===== config.mk =====
export PLATFORM = sky130hd
export DESIGN_NAME = irq_vector_arb
export DESIGN_NICKNAME = d
export VERILOG_FILES = /design/src/rtl/irq_arb_pkg.sv /design/src/rtl/irq_cfg_regs.sv /design/src/rtl/irq_pend_capture.sv /design/src/rtl/irq_prio_sel.sv /design/src/rtl/irq_vec_addr.sv /design/src/rtl/irq_vector_arb.sv
export SDC_FILE = /design/constraint.sdc
export NUM_CORES = 1
export LEC_CHECK = 0
export BUFFER_PORTS_ARGS = -buffer_cell sky130_fd_sc_hd__clkbuf_2
export CORE_MARGIN = 10
export CORE_UTILIZATION = 52
export DETAILED_ROUTE_END_ITERATION = 10
export PLACE_DENSITY = 0.93
export SLEW_MARGIN = 20
export SYNTH_ARGS = -nofsm -noshare
export SYNTH_HDL_FRONTEND = slang
export SYNTH_SLANG_ARGS = --single-unit

===== constraint.sdc =====
create_clock -name clk -period 4.35 [get_ports clk]
set_input_delay 0.435 -clock clk [delete_from_list [all_inputs] [get_ports clk]]
set_output_delay 0.435 -clock clk [all_outputs]
set_load 0.03 [all_outputs]

===== src/rtl/irq_arb_pkg.sv =====
package irq_arb_pkg;
   // Upper bound on lines a single arbiter may serve (a 32-bit pending word).
   localparam int MAX_LINES = 32;
   // Largest spacing exponent field width supported by the address path.
   localparam int MAX_VS_W  = 4;

   // Index of the highest set bit in a word, 0 when the word is empty.
   function automatic int unsigned top_index(input logic [MAX_LINES-1:0] word);
      int unsigned idx;
      idx = 0;
      for (int unsigned b = 0; b < MAX_LINES; b++) begin
         if (word[b]) idx = b;
      end
      return idx;
   endfunction
endpackage


===== src/rtl/irq_cfg_regs.sv =====
module irq_cfg_regs #(
   parameter int NUM_LINES = 13,
   parameter int VS_W      = 3
) (
   input  logic                 clk,
   input  logic                 rst_n,
   input  logic                 we,
   input  logic                 glob_en_d,
   input  logic [NUM_LINES-1:0] line_en_d,
   input  logic [VS_W-1:0]      vs_d,
   output logic                 glob_en_q,
   output logic [NUM_LINES-1:0] line_en_q,
   output logic [VS_W-1:0]      vs_q
);
   always_ff @(posedge clk or negedge rst_n) begin
      if (!rst_n) begin
         glob_en_q <= 1'b0;
         line_en_q <= '0;
         vs_q      <= '0;
      end else if (we) begin
         glob_en_q <= glob_en_d;
         line_en_q <= line_en_d;
         vs_q      <= vs_d;
      end
   end
endmodule


===== src/rtl/irq_pend_capture.sv =====
module irq_pend_capture #(
   parameter int NUM_LINES = 13,
   parameter int IRQ_IN_W  = 16
) (
   input  logic                 clk,
   input  logic                 rst_n,
   input  logic [IRQ_IN_W-1:0]  irq_raw,
   output logic [NUM_LINES-1:0] pend_q,
   output logic                 any_q
);
   localparam int SPARE = IRQ_IN_W - NUM_LINES;

   // One flop per supported line; lines beyond NUM_LINES are left unsampled.
   for (genvar i = 0; i < NUM_LINES; i++) begin : g_line
      always_ff @(posedge clk or negedge rst_n) begin
         if (!rst_n) pend_q[i] <= 1'b0;
         else        pend_q[i] <= irq_raw[i];
      end
   end

   if (SPARE > 0) begin : g_spare
      logic [SPARE-1:0] unused_hi;
      assign unused_hi = irq_raw[IRQ_IN_W-1:NUM_LINES];
   end

   // Separate flop for the unmasked request so it tracks the same edge.
   always_ff @(posedge clk or negedge rst_n) begin
      if (!rst_n) any_q <= 1'b0;
      else        any_q <= |irq_raw[NUM_LINES-1:0];
   end
endmodule


===== src/rtl/irq_prio_sel.sv =====
module irq_prio_sel #(
   parameter int NUM_LINES = 13,
   parameter int VEC_W     = 4
) (
   input  logic [NUM_LINES-1:0] pend,
   input  logic [NUM_LINES-1:0] line_en,
   input  logic                 glob_en,
   input  logic                 dbg,
   output logic                 ready,
   output logic [VEC_W-1:0]     vec
);
   import irq_arb_pkg::*;

   logic [NUM_LINES-1:0] masked;
   logic [MAX_LINES-1:0] masked_wide;

   assign masked      = pend & line_en;
   assign masked_wide = MAX_LINES'(masked);

   always_comb begin
      vec = VEC_W'(top_index(masked_wide));
   end

   assign ready = glob_en & ~dbg & (|masked);
endmodule


===== src/rtl/irq_vec_addr.sv =====
module irq_vec_addr #(
   parameter int ADDR_W   = 32,
   parameter int VEC_W    = 4,
   parameter int VS_W     = 3,
   parameter int CODE_OFS = 64
) (
   input  logic [ADDR_W-1:0] base,
   input  logic [VEC_W-1:0]  vec,
   input  logic [VS_W-1:0]   vs,
   output logic [ADDR_W-1:0] pc
);
   localparam logic [ADDR_W-1:0] OFS = ADDR_W'(CODE_OFS);

   logic [ADDR_W-1:0] code;
   logic [ADDR_W-1:0] scaled;

   assign code = OFS + ADDR_W'(vec);

   // Spacing is 4 << vs bytes, so the product is a left shift by vs + 2.
   always_comb begin
      scaled = code << (32'(vs) + 32'd2);
      if (vs == '0) pc = base;
      else          pc = base + scaled;
   end
endmodule


===== src/rtl/irq_vector_arb.sv =====
module irq_vector_arb #(
   parameter int NUM_LINES = 13,
   parameter int IRQ_IN_W  = 16,
   parameter int ADDR_W    = 32,
   parameter int VS_W      = 3,
   parameter int CODE_OFS  = 64,
   parameter int VEC_W     = $clog2(NUM_LINES)
) (
   input  logic                 clk,
   input  logic                 rst_n,
   input  logic [IRQ_IN_W-1:0]  irq_in,
   input  logic                 cfg_we,
   input  logic                 cfg_glob_en,
   input  logic [NUM_LINES-1:0] cfg_line_en,
   input  logic [VS_W-1:0]      cfg_vs,
   input  logic [ADDR_W-1:0]    entry_base,
   input  logic                 dbg_mode,
   input  logic                 take,
   output logic [NUM_LINES-1:0] pend_o,
   output logic                 hard_req,
   output logic                 int_req,
   output logic [VEC_W-1:0]     vec_num,
   output logic [ADDR_W-1:0]    target_pc,
   output logic                 taken,
   output logic [VEC_W-1:0]     taken_vec,
   output logic [ADDR_W-1:0]    taken_pc
);
   import irq_arb_pkg::*;

   // Elaboration checks on the parameter set.
   if (NUM_LINES < 2 || NUM_LINES > MAX_LINES) begin : g_bad_lines
      initial $fatal(1, "NUM_LINES out of range");
   end
   if (IRQ_IN_W < NUM_LINES) begin : g_bad_in
      initial $fatal(1, "IRQ_IN_W narrower than NUM_LINES");
   end
   if (VS_W < 1 || VS_W > MAX_VS_W) begin : g_bad_vs
      initial $fatal(1, "VS_W out of range");
   end
   if ((1 << VEC_W) < NUM_LINES) begin : g_bad_vec
      initial $fatal(1, "VEC_W too narrow");
   end

   logic                 glob_en_q;
   logic [NUM_LINES-1:0] line_en_q;
   logic [VS_W-1:0]      vs_q;

   irq_cfg_regs #(.NUM_LINES(NUM_LINES), .VS_W(VS_W)) u_cfg (
      .clk(clk), .rst_n(rst_n), .we(cfg_we),
      .glob_en_d(cfg_glob_en), .line_en_d(cfg_line_en), .vs_d(cfg_vs),
      .glob_en_q(glob_en_q), .line_en_q(line_en_q), .vs_q(vs_q)
   );

   irq_pend_capture #(.NUM_LINES(NUM_LINES), .IRQ_IN_W(IRQ_IN_W)) u_pend (
      .clk(clk), .rst_n(rst_n), .irq_raw(irq_in),
      .pend_q(pend_o), .any_q(hard_req)
   );

   irq_prio_sel #(.NUM_LINES(NUM_LINES), .VEC_W(VEC_W)) u_sel (
      .pend(pend_o), .line_en(line_en_q), .glob_en(glob_en_q),
      .dbg(dbg_mode), .ready(int_req), .vec(vec_num)
   );

   irq_vec_addr #(.ADDR_W(ADDR_W), .VEC_W(VEC_W), .VS_W(VS_W),
                  .CODE_OFS(CODE_OFS)) u_addr (
      .base(entry_base), .vec(vec_num), .vs(vs_q), .pc(target_pc)
   );

   // Take handshake: capture the offered vector and address on acceptance.
   always_ff @(posedge clk or negedge rst_n) begin
      if (!rst_n) begin
         taken     <= 1'b0;
         taken_vec <= '0;
         taken_pc  <= '0;
      end else begin
         taken <= take & int_req;
         if (take & int_req) begin
            taken_vec <= vec_num;
            taken_pc  <= target_pc;
         end
      end
   end
endmodule


# Yosys cells after proc, flatten, opt, wreduce, memory -nomap -nowiden
# Index checks and enable logic that the tools add are counted.
[op_classes]
add_sub_neg = 3
n_shift = 1
muxes = 13
n_bitwise = 5
reduce_logical = 3
[ops]
columns = ["op", "count"]
rows = [
  ["32-bit adder", 1],
  ["32-bit two-way mux", 1],
  ["32-bit by 32-bit left shift with 32-bit output", 1],
  ["13-bit OR reduction", 2],
  ["4-bit two-way mux", 5],
  ["13-bit AND", 1],
  ["3-bit two-way mux", 4],
  ["7-bit by 4-bit adder with 8-bit output (first input constant)", 1],
  ["3-bit by 2-bit adder with 4-bit output (second input constant)", 1],
  ["2-bit two-way mux", 2],
  ["1-bit AND", 3],
  ["3-bit zero test", 1],
  ["1-bit two-way mux", 1],
  ["1-bit NOT", 1],
]
[word_totals]
reg_bits = 68
input_bits = 70
output_inout_bits = 88
elab_cells = 45

# Logic depth before layout (Yosys ltp)
# Gate-level depths: netlist of the first run.
[depth]
depth_word = 17
depth_mapped = 17
depth_no_buf = 16

# Modules after synthesis
# A second synthesis of the first run with hierarchy kept.
[hier_totals]
hier_cells = 507
hier_area_um2 = 4934.7
[modules_own_cells]
columns = ["module", "instances", "cells_per_inst", "area_per_inst_um2", "seq_area_each_um2"]
rows = [
  ["irq_vec_addr", 1, 343, 2170.8, 0.0],
  ["irq_vector_arb", 1, 78, 1488.9, 925.9],
  ["irq_cfg_regs", 1, 36, 685.7, 425.4],
  ["irq_pend_capture", 1, 19, 377.9, 350.3],
  ["irq_prio_sel", 1, 31, 211.5, 0.0],
]

# Worst setup path before layout of the first run
# No wires, ideal clock.
[synth_timing]
kind = "reg2out"
startpoint = "reg u_pend.pend_q[11]"
endpoint = "out target_pc[19]"
t_arrival_ns = 4.219
t_required_ns = 3.915
setup_slack_ns = -0.304
stages_incl_launch_ff = 18
path_buffers = 2
cell_sequence = "dfrtp_1 a22o_1 a211oi_1 or2_2 clkbuf_1 nand2_1 o31ai_1 a21oi_1 a211oi_1 ha_1 clkbuf_1 a21oi_1 o21ai_0 a211oi_1 nand2_1 a21boi_0 xor2_1 o21ai_0"
[synth_via]
elab_chain_cells = 7
[synth_rtl]
columns = ["element", "line_no", "text"]
rows = [
  ["from (decl)", "irq_pend_capture.sv:8", "output logic [NUM_LINES-1:0] pend_q,"],
  ["from (signal, indexed assignment)", "irq_pend_capture.sv:17", "else pend_q[i] <= irq_raw[i];"],
  ["13-bit AND", "irq_prio_sel.sv:17", "assign masked = pend & line_en;"],
  ["4-bit two-way mux (2 in series)", "irq_arb_pkg.sv:12", "if (word[b]) idx = b;"],
  ["via vec_num[2]", "irq_vector_arb.sv:22", "output logic [VEC_W-1:0] vec_num,"],
  ["7-bit by 4-bit adder with 8-bit output", "irq_vec_addr.sv:17", "assign code = OFS + ADDR_W'(vec);"],
  ["32-bit by 32-bit left shift with 32-bit output", "irq_vec_addr.sv:21", "scaled = code << (32'(vs) + 32'd2);"],
  ["32-bit adder", "irq_vec_addr.sv:23", "else pc = base + scaled;"],
  ["32-bit two-way mux", "irq_vec_addr.sv:22", "if (vs == '0) pc = base;"],
  ["to (decl)", "irq_vector_arb.sv:23", "output logic [ADDR_W-1:0] target_pc,"],
]
# The timed path passes the listed nets, and every way through them passes these cells.

# Final worst setup path of the first run
[layout_timing]
startpoint = "reg u_cfg.line_en_q[2]"
endpoint = "out target_pc[16]"
[layout_via]
elab_chain_cells = 16
[layout_rtl]
columns = ["element", "line_no", "text"]
rows = [
  ["from (decl)", "irq_cfg_regs.sv:12", "output logic [NUM_LINES-1:0] line_en_q,"],
  ["from (signal assigned)", "irq_cfg_regs.sv:22", "line_en_q <= line_en_d;"],
  ["13-bit AND", "irq_prio_sel.sv:17", ""],
  ["2-bit two-way mux (2 in series)", "irq_arb_pkg.sv:12", ""],
  ["3-bit two-way mux (4 in series)", "irq_arb_pkg.sv:12", ""],
  ["4-bit two-way mux (5 in series)", "irq_arb_pkg.sv:12", ""],
  ["7-bit by 4-bit adder with 8-bit output", "irq_vec_addr.sv:17", ""],
  ["32-bit by 32-bit left shift with 32-bit output", "irq_vec_addr.sv:21", ""],
  ["32-bit adder", "irq_vec_addr.sv:23", ""],
  ["32-bit two-way mux", "irq_vec_addr.sv:22", ""],
]
# No other way between the ends.

==> summary.md, run 1 <==
| Metric | Value |
|---|---|
| Outcome | finished, violations left |
| Failing checks | setup timing |
| Crit path max-delay family | compound AO/OA/AOI/OAI gates |
| CP required | 3.91 ns |
| RD Place Congestion | 0.937 |
| Mean Syn Cell Area | 8.63 um2 |
| Count of clock tree sinks | 68 |
| I/O pin count | 158 |
| Commonest non-fill, non-tap cell in the layout | clkbuf_2 |
| Final Cycle Share | 108% |
| #FFs+latches synth | 68 |
| Levels on crit path | 19 |
| First DRT Iteration DRCs | 536 |
| Pwr/cell area | 454 nW/um2 |
| First-pass DRT Iterations | 5 |
| Reg2Reg Setup Slack | 0.18 ns |
| CTS root buffer | clkbuf_8 |
| Power Total | 3.16 mW |
| Floorplan row count | 34 |
| Via density | 6.24 |
| Worst vdd ir | 0.245 mV |
| Setup crit start | u_cfg.line_en_q[2] |
| Syn Nets | 646 |
| Crit path capture type | output port |
| Leak | 3.32 nW |
| Startpoint types | register |
| Worst relative slew slack | 27.8% |
| CP Capture Point | target_pc[16] |
| Hold buffer count at cts | 0 |
| WL/cell | 21.2 um |
| Final #Nets | 855 |
| Total gr overflow | 0 |
| Largest net degree at the start of global routing | 43 |
| Area Overhead vs Synth | 46.1% |
| Initial Util | 54.1% |
| CP dominant cell by count | buf_4 |
| Setup TNS | -4.22 ns |
| Vias in the first global route | 5313 |
| Commonest cells after routing, fill and taps aside | 128 x clkbuf_2, 86 x buf_4, 82 x nand2_1 |
| Register area share after synthesis | 35.7% |
| Netlist cell types | 65 |
| Floorplan die height | 116 um |
| Crit-path slowest cell | fa_2 |
| Final non-filler cell total | 874 |
| Setup CP Type | register to output port |
| # DRC | 0 |
| Synthesized area | 4760 um2 |
| Critical path buffer and inverter count | 3 |
| CTS clk-pin slew, worst paths | 0.09 ns |
| Final max-slew violation count | 0 |
| Final setup fails | 23 |
| Min cycle time layout | 4.70 ns |
| Ranking of synthesized cells by area | dfrtp_1 36%, mux2_2 7.8%, nand2_1 6.7%, ha_1 6.0%, a21oi_1 3.9% |
| Placed wire-length estimate | 12.4 mm |
| Buffers added on ports | 154 |
| TritonCTS buffer count | 9 |
| Die area | 13400 um2 |
| Global-route usage over all layers | 24.6% |
| Clock buffer depth | 2 |
| CTS tree | yes |
| R2r startpoint | u_cfg.line_en_q[2] |
| Yosys warns | 0 |
| CP max stage delay | 0.43 ns |
| Final WL | 18.5 mm |
| Max-Cap Viols | 0 |
| Layout cell share with drive strength beyond 1 | 48.2% |
| Fraction of registers with async set/reset | 100% |
| Class of the most critical hold timing path | primary input to asynchronous set/reset pin |
| Clock skew | 0.0129 ns |
| Core area | 8810 um2 |
| Slew @ Worst Pin | 1.08 ns |
| Maximum fanout along the worst path | 3 |
| Count of final hold-check violations | 0 |
| Yosys top cell area share | 35.7% |
| Post-synth top area cell | dfrtp_1 |
| Final WS setup | -0.346 ns |
| F_max | 213 MHz |
| Final hold slack | 0.116 ns |
| Worst r2r path cells | 23 |
| CP Cell Sequence | nand2_1 -> a32o_2 -> a22o_4 -> a221oi_4 -> buf_4 -> nor2_2 -> nand2_1 -> nor3_1 -> ha_2 -> fa_2 -> a211oi_4 -> o211ai_1 -> buf_4 -> a31oi_4 -> o21bai_1 -> a21o_1 -> xnor2_1 -> o21ai_1 -> buf_4 |
| Number of synthesized flops with an enable pin | 0 |
| First-pass GRT wire length | 26.6 mm |
| R2r endpoint | taken_pc[8] |
| # diodes | 0 |
| H-tree levels | 3 |
| Synthesized instance count | 552 |
| RSZ-0062 raised after global routing | yes |
| Critical path data arrival time | 4.26 ns |
| Initial antenna violation count | 0 |
| Vias | 5457 |
| Worst skew pair latency | 0.34 ns |
| Top FF cell, synth | dfrtp_1 |
| Placed instance count | 822 |
| Number of nets still failing antenna checks after routing | 0 |
| Die Width | 116 um |
## where the power goes
part	switching, mW	total (mW)	internal (mW)
combinational	1.09	1.75	0.660
sequential	0.0850	0.857	0.772
clock	0.283	0.552	0.268
total	1.46	3.16	1.70
## flip-flops by register name, summed over array words and instances (netlist names)
name and flops:
taken_pc 32, u_cfg.line_en_q 13, u_pend.pend_q 13, taken_vec 4
u_cfg.vs_q 3, taken 1, u_cfg.glob_en_q 1, u_pend.any_q 1
## cell type report
| cell class | instances | area, um2 |
|---|---|---|
| repair buffers | 228 | 1440 |
| clock buffers | 9 | 124 |
| flip-flops and latches | 68 | 1700 |
| fillers | 561 | 1850 |
| well taps | 108 | 135 |
| multi-input cells | 437 | 3420 |
| clock inverters | 7 | 75.1 |
| inverters | 17 | 66.3 |
## worst min path at each step
stage                     depth (start not counted)            to    startpoint  slack, ns
after detailed placement                          2   taken_pc[4]   taken_pc[4]       0.46
after global routing                              1  taken_pc[18]         rst_n       0.15
after CTS                                         1  taken_pc[18]         rst_n       0.12
after global placement                            2  taken_vec[3]  taken_vec[3]       0.46
after floorplan                                   0         taken         rst_n       0.14
final                                             1  taken_pc[11]         rst_n       0.12
## Yosys cell counts (6+ instances only)
library cell,count
mux2_2,33
inv_1,16
a31oi_1,9
o21ai_0,25
xor2_1,9
a211oi_1,6
a21o_1,11
xnor2_1,16
nor2_1,44
o211ai_1,7
nand4_1,16
buf_2,6
a21oi_1,37
nand3_1,14
dfrtp_1,68
nor3_1,18
clkbuf_1,23
ha_1,23
nand2_1,85
## metrics by stage
stage	cell area, um2	utilization [%]	setup WS [ns]
global route	6960	79.0	-0.504
CTS	6520	74.0	-0.119
floorplan	4790	-	-0.0167
detailed placement	5860	66.6	-0.0827
global placement	5860	66.6	0.00441
finish	6960	79.0	-0.346
## kinds of logic after synthesis
kind of cell	share of synthesized area, %
adder cells (fa/ha/maj)	6.46
XOR/XNOR	4.60
AND/OR/NAND/NOR	20.2
buffers and inverters	3.91
multiplexers	8.43
AO/OA/AOI/OAI	20.7
flip-flops	35.7
## metal layers
metal / track usage [%] / vias to the layer above / wire (um)
met3: 6.15 / 78 / 1850
met2: 43.6 / 358 / 9180
met1: 28.3 / 2591 / 6710
met4: 9.01 / 0 / 759
li1: - / 2430 / -
met5: 0 / - / 0
## timing repair
| item | in CTS | in global routing |
|---|---|---|
| resized for setup | 69 | 100 |
| endpoints found under the setup margin | 24 | 27 |
| buffers inserted | 19 | 19 |
| pin swaps | 28 | 44 |
Note: power is estimated with default switching activity, not from simulation.
==> inputs of run 2 (changes only) <==
--- a/config.mk
+++ b/config.mk
@@ -7,9 +7,9 @@
 export LEC_CHECK = 0
 export BUFFER_PORTS_ARGS = -buffer_cell sky130_fd_sc_hd__clkbuf_2
 export CORE_MARGIN = 10
-export CORE_UTILIZATION = 52
+export CORE_UTILIZATION = 25
 export DETAILED_ROUTE_END_ITERATION = 10
-export PLACE_DENSITY = 0.93
+export PLACE_DENSITY = 0.56
 export SLEW_MARGIN = 20
 export SYNTH_ARGS = -nofsm -noshare
 export SYNTH_HDL_FRONTEND = slang
==> summary.md, run 2 (synthesized netlist as in run 1, its figures left out) <==
| Metric | Value |
|---|---|
| CP dominant cell by count | buf_4 |
| Setup crit start | u_cfg.line_en_q[2] |
| Die Width | 158 um (+37%) |
| Final WL | 18.0 mm (-2.6%) |
| Area Overhead vs Synth | 53.2% |
| Final #Nets | 883 (+3.3%) |
| FILL cells | 1873 (+230%) |
| Pwr/cell area | 460 nW/um2 (+1.3%) |
| Crit path max-delay family | compound AO/OA/AOI/OAI gates |
| H-tree levels | 3 (unchanged) |
| Final Cycle Share | 106% (-2.1 points) |
| Largest net degree at the start of global routing | 69 (+60%) |
| Hold Path Cell Cnt | 1 |
| RD Place Congestion | 0.863 (-7.9%) |
| WL/cell | 17.5 um (-17%) |
| Min cycle time layout | 4.61 ns (-0.0902 ns) |
| Design Area, Final | 7300 um2 (+4.9%) |
| Levels on crit path | 18 (-1) |
| Worst relative slew slack | 38.9% (+11 points) |
| Slew @ Worst Pin | 0.916 ns (-0.167 ns) |
| CTS clk-pin slew, worst paths | 0.06 ns (-0.03 ns) |
| Maximum fanout along the worst path | 4 (+1) |
| # DRC | 0 (unchanged) |
| Clock skew | 0.00722 ns (-0.00566 ns) |
| Floorplan die height | 158 um (+37%) |
| Final setup fails | 17 (-26%) |
| CP Capture Point | target_pc[31] |
| CTS root buffer | clkbuf_16 |
| Via density | 4.86 (-22%) |
| Top Registers | taken_pc: 32 flops, u_cfg.line_en_q: 13 flops, u_pend.pend_q: 13 flops |
| Worst r2r path cells | 21 (-8.7%) |
| Initial Util | 25.5% (-29 points) |
| Setup CP Type | register to output port |
| Reg2Reg Setup Slack | 0.27 ns (+0.09 ns) |
| Leak | 3.50 nW (+5.4%) |
| Initial antenna violation count | 0 (unchanged) |
| Buffers added on ports | 154 (unchanged) |
| RSZ-0062 raised after global routing | yes |
| Crit-path slowest cell | dfrtp_1 |
| Placed wire-length estimate | 13.9 mm (+12%) |
| R2r endpoint | taken_pc[21] |
| Worst vdd ir | 0.200 mV (-18%) |
| Layout cell share with drive strength beyond 1 | 47.7% (-0.44 points) |
| CP Cell Sequence | nand2_1 -> a32o_1 -> a22o_1 -> a221oi_4 -> o31ai_2 -> a21oi_2 -> buf_4 -> a211oi_2 -> ha_1 -> buf_4 -> a21o_1 -> o21bai_1 -> a211oi_2 -> nand2_1 -> a31o_4 -> nand4_1 -> xnor2_1 -> buf_4 |
| Failing checks | setup timing |
| R2r startpoint | u_cfg.line_en_q[2] |
| CP required | 3.91 ns (about the same) |
| TritonCTS buffer count | 9 (unchanged) |
| Count of final hold-check violations | 0 (unchanged) |
| Commonest cells after routing, fill and taps aside | 131 x clkbuf_2, 110 x buf_4, 83 x nand2_1 |
| Core area | 18700 um2 (+110%) |
| Power Total | 3.36 mW (+6.3%) |
| First DRT Iteration DRCs | 156 (-71%) |
| Number of nets still failing antenna checks after routing | 0 (unchanged) |
| Floorplan row count | 50 (+47%) |
| # diodes | 0 (unchanged) |
| Global-route usage over all layers | 14.3% (-10 points) |
| Clock buffer depth | 2 (unchanged) |
| F_max | 217 MHz (+2.0%) |
| Final WS setup | -0.256 ns (+0.0902 ns) |
| Crit path capture type | output port |
| Vias | 4991 (-8.5%) |
| Count of clock tree sinks | 68 (unchanged) |
| Class of the most critical hold timing path | primary input to register |
| CTS tree | yes |
| Total gr overflow | 0 (unchanged) |
| First-pass DRT Iterations | 4 (-1) |
| Outcome | finished, violations left |
| Number of flip-flops under the largest register name | 32 (unchanged) |
| I/O pin count | 158 (unchanged) |
| Area after DPL | 6340 um2 (+8.1%) |
| Commonest non-fill, non-tap cell in the layout | clkbuf_2 |
| Die area | 25000 um2 (+87%) |
| Final max-slew violation count | 0 (unchanged) |
| Critical path buffer and inverter count | 3 (unchanged) |
| Vias in the first global route | 5061 (-4.7%) |
| Largest Register | taken_pc |
| Startpoint types | register |
| Max-Cap Viols | 0 (unchanged) |
| CP max stage delay | 0.36 ns (-0.07 ns) |
| First-pass GRT wire length | 27.5 mm (+3.4%) |
| Critical path data arrival time | 4.17 ns (-0.09 ns) |
| Worst skew pair latency | 0.35 ns (about the same) |
run 2: per-stage QoR:
stage / instances / hold slack, ns / setup WS (ns) / setup TNS [ns] / util, %
floorplan: 552 / 0.139 / -0.0167 / -0.0167 / -
global placement: 990 / 0.463 / -0.114 / -0.384 / 33.9
detailed placement: 990 / 0.466 / -0.109 / -0.558 / 33.9
CTS: 1016 / 0.185 / -0.219 / -2.64 / 37.6
global route: 1028 / 0.182 / -0.482 / -7.29 / 39.0
finish: 1028 / 0.200 / -0.256 / -2.55 / 39.0
run 2: timing repair:
| action | in CTS | in global routing |
|---|---|---|
| gates resized for setup | 69 | 57 |
| hold buffers | 0 | 0 |
| endpoints found under the hold margin | 0 | 0 |
| pin swaps | 26 | 22 |
| buffers inserted | 11 | 12 |
| setup endpoints to repair | 24 | 25 |
run 2: layer usage:
| layer | up-vias | global-route usage [%] | part of all wire [%] |
|---|---|---|---|
| li1 | 2489 | - | - |
| met2 | 128 | 23.8 | 48 |
| met3 | 16 | 5.67 | 7.6 |
| met1 | 2358 | 16.8 | 43 |
| met4 | 0 | 3.75 | 1.5 |
| met5 | - | 0 | 0 |
run 2: final cells by class:
class | count | area [um2] | area share [%]
clock inverters | 7 | 82.6 | 1.13
repair buffers | 256 | 1650 | 22.6
well taps | 234 | 293 | 4.01
flip-flops and latches | 68 | 1700 | 23.3
multi-input cells | 437 | 3280 | 45.0
inverters | 17 | 66.3 | 0.909
clock buffers | 9 | 225 | 3.09
run 2: how the worst min path moves through the flow:
stage,startpoint,endpoint,slack (ns)
6_report,irq_in[1],u_pend.pend_q[1],0.20
5_1_grt,irq_in[0],u_pend.pend_q[0],0.18
4_1_cts,irq_in[5],u_pend.pend_q[5],0.18
3_5_place_dp,taken_pc[6],taken_pc[6],0.47
3_3_place_gp,taken_pc[3],taken_pc[3],0.46
2_1_floorplan,rst_n,taken,0.14
run 2: worst register-to-register path, stage by stage (launching register included):
cell      delay, ns
dfrtp_1        0.36
nand2_1        0.06
a32o_1         0.25
a22o_1         0.22
a221oi_4       0.35
o31ai_2        0.15
a21oi_2        0.26
buf_4          0.16
o22ai_2        0.10
ha_4           0.32
and2_4         0.17
nand3_1        0.10
a211o_1        0.33
nand3_1        0.11
buf_4          0.12
a21oi_1        0.06
xor2_1         0.17
buf_4          0.15
buf_4          0.13
buf_4          0.12
buf_4          0.12
o21ai_0        0.17
run 2: where the power goes:
| part | total, mW | switching [mW] | internal (mW) |
|---|---|---|---|
| Clock | 0.796 | 0.341 | 0.455 |
| Combinational | 1.71 | 1.04 | 0.670 |
| Sequential | 0.851 | 0.0775 | 0.773 |
| Total | 3.36 | 1.46 | 1.90 |
==> inputs of run 3 (changes only) <==
--- a/config.mk
+++ b/config.mk
@@ -10,6 +10,7 @@
 export CORE_UTILIZATION = 25
 export DETAILED_ROUTE_END_ITERATION = 10
 export PLACE_DENSITY = 0.56
+export RECOVER_POWER = 100
 export SLEW_MARGIN = 20
 export SYNTH_ARGS = -nofsm -noshare
 export SYNTH_HDL_FRONTEND = slang
==> summary.md, run 3 (synthesized netlist as in run 1, its figures left out) <==
| Metric | Value |
|---|---|
| Outcome | finished, violations left |
| Failing checks | capacitance limit, slew limit, setup timing |
| Leak | 3.30 nW (-5.9%) |
| Commonest cells after routing, fill and taps aside | 109 x buf_4, 83 x nand2_1, 68 x clkbuf_1, 68 x dfrtp_1, 64 x clkbuf_2 |
| Commonest non-fill, non-tap cell in the layout | buf_4 |
| First-pass GRT wire length | 27.5 mm (unchanged) |
| R2r endpoint | taken_pc[31] |
| Setup CP Type | register to output port |
| Die Width | 158 um (unchanged) |
| Slew @ Worst Pin | 1.81 ns (+0.893 ns) |
| Largest net degree at the start of global routing | 69 (unchanged) |
| Layout cell share with drive strength beyond 1 | 38.9% (-8.8 points) |
| WL/cell | 17.6 um (+0.21%) |
| Crit path max-delay family | compound AO/OA/AOI/OAI gates |
| Via density | 4.86 (+0.10%) |
| H-tree levels | 3 (unchanged) |
| Maximum fanout along the worst path | 4 (unchanged) |
| Levels on crit path | 18 (unchanged) |
| CP Cell Sequence | nand2_1 -> a32o_1 -> a22o_1 -> a221oi_4 -> o31ai_2 -> a21oi_2 -> buf_4 -> a211oi_2 -> ha_1 -> buf_4 -> a21o_1 -> o21bai_1 -> a211oi_2 -> nand2_1 -> a31o_4 -> nand4_1 -> xnor2_1 -> buf_4 |
| Worst relative slew slack | -20.6% (-60 points) |
| Worst vdd ir | 0.199 mV (-0.66%) |
| Initial antenna violation count | 0 (unchanged) |
| Worst skew pair latency | 0.35 ns (about the same) |
| FILL cells | 1909 (+1.9%) |
| I/O pin count | 158 (unchanged) |
| Number of flip-flops under the largest register name | 32 (unchanged) |
| Clock skew | 0.00679 ns (-0.000430 ns) |
| F_max | 217 MHz (+0.18%) |
| Number of nets still failing antenna checks after routing | 0 (unchanged) |
| Final setup fails | 17 (unchanged) |
| CP max stage delay | 0.36 ns (about the same) |
| Worst r2r path cells | 9 (-57%) |
| Total gr overflow | 0 (unchanged) |
| Startpoint types | register |
| Critical path data arrival time | 4.16 ns (about the same) |
| Initial Util | 25.5% (unchanged) |
| Pre-CTS setup slack | -0.109 ns (unchanged) |
| Setup crit start | u_cfg.line_en_q[2] |
| Final WS setup | -0.248 ns (+0.00849 ns) |
| Die area | 25000 um2 (unchanged) |
| CP Capture Point | target_pc[31] |
| Area Overhead vs Synth | 50.8% |
| Reg2Reg Setup Slack | 0.28 ns (about the same) |
| TritonCTS buffer count | 9 (unchanged) |
| Floorplan row count | 50 (unchanged) |
| Final max-slew violation count | 69 (+69) |
| Design Area, Final | 7180 um2 (-1.6%) |
| Final WL | 18.1 mm (+0.21%) |
| CTS root buffer | clkbuf_16 |
| # DRC | 0 (unchanged) |
| Min cycle time layout | 4.60 ns (-0.00849 ns) |
| Floorplan die height | 158 um (unchanged) |
| Critical path buffer and inverter count | 3 (unchanged) |
| Crit-path slowest cell | dfrtp_1 |
| Class of the most critical hold timing path | primary input to register |
| Largest Register | taken_pc |
| Top Registers | taken_pc: 32 flops, u_cfg.line_en_q: 13 flops, u_pend.pend_q: 13 flops |
| CTS clk-pin slew, worst paths | 0.06 ns (about the same) |
| Core area | 18700 um2 (unchanged) |
| Pwr/cell area | 462 nW/um2 (+0.39%) |
| CP dominant cell by count | buf_4 |
| Crit path capture type | output port |
| Vias | 4996 (+0.10%) |
| Global-route usage over all layers | 14.3% (unchanged) |
| Clock buffer depth | 2 (unchanged) |
| First-pass DRT Iterations | 4 (unchanged) |
| Placed wire-length estimate | 13.9 mm (unchanged) |
| Max-Cap Viols | 2 (+2) |
| RSZ-0062 raised after global routing | yes |
| R2r startpoint | u_cfg.line_en_q[9] |
| Area after DPL | 6340 um2 (unchanged) |
| Vias in the first global route | 5061 (unchanged) |
| CP required | 3.91 ns (about the same) |
| CTS tree | yes |
| Count of clock tree sinks | 68 (unchanged) |
| Count of final hold-check violations | 0 (unchanged) |
| First DRT Iteration DRCs | 193 (+24%) |
| Final Cycle Share | 106% (-0.20 points) |
| Final #Nets | 883 (unchanged) |
| RD Place Congestion | 0.863 (unchanged) |
| # diodes | 0 (unchanged) |
| Buffers added on ports | 154 (unchanged) |
-- run 3: cell type report --
cell class / count / area (um2) / share of cell area, %
repair buffers: 256 / 1560 / 21.7
flip-flops and latches: 68 / 1700 / 23.7
clock buffers: 9 / 225 / 3.14
multi-input cells: 437 / 3260 / 45.4
clock inverters: 7 / 82.6 / 1.15
well taps: 234 / 293 / 4.08
inverters: 17 / 63.8 / 0.889
-- run 3: per-stage QoR --
stage / hold slack (ns) / power [mW] / util [%] / instances / TNS (ns)
2_1_floorplan: 0.139 / 1.80 / - / 552 / -0.0167
3_3_place_gp: 0.463 / 2.40 / 33.9 / 990 / -0.384
3_5_place_dp: 0.466 / 2.41 / 33.9 / 990 / -0.558
4_1_cts: 0.185 / 3.33 / 37.6 / 1016 / -2.64
5_1_grt: 0.182 / 3.54 / 38.4 / 1028 / -9.69
6_report: 0.204 / 3.32 / 38.4 / 1028 / -2.52
-- run 3: timing repair --
| item | 4_1_cts | 5_1_grt |
|---|---|---|
| endpoints found under the hold margin | 0 | 0 |
| setup buffers | 11 | 12 |
| gates resized for setup | 69 | 57 |
| hold buffers | 0 | 0 |
| endpoints found under the setup margin | 24 | 25 |
| pin swaps | 26 | 22 |
-- run 3: worst min path at each step --
stage                           start               end  slack (ns)  depth (start not counted)
final                       irq_in[3]  u_pend.pend_q[3]        0.20                          1
after global routing        irq_in[0]  u_pend.pend_q[0]        0.18                          1
after CTS                   irq_in[5]  u_pend.pend_q[5]        0.18                          1
after detailed placement  taken_pc[6]       taken_pc[6]        0.47                          2
after global placement    taken_pc[3]       taken_pc[3]        0.46                          2
after floorplan                 rst_n             taken        0.14                          0
-- run 3: where the power goes --
group | internal (mW) | switching, mW
registers | 0.773 | 0.0763
clock network | 0.455 | 0.341
logic | 0.634 | 1.04
total | 1.86 | 1.46
-- run 3: routing by layer --
| layer | vias to the layer above | part of all wire, % | global-route usage (%) |
|---|---|---|---|
| met3 | 18 | 7.9 | 5.67 |
| met2 | 137 | 48 | 23.8 |
| li1 | 2488 | - | - |
| met1 | 2353 | 43 | 16.8 |
| met5 | - | 0 | 0 |
| met4 | 0 | 1.5 | 3.75 |
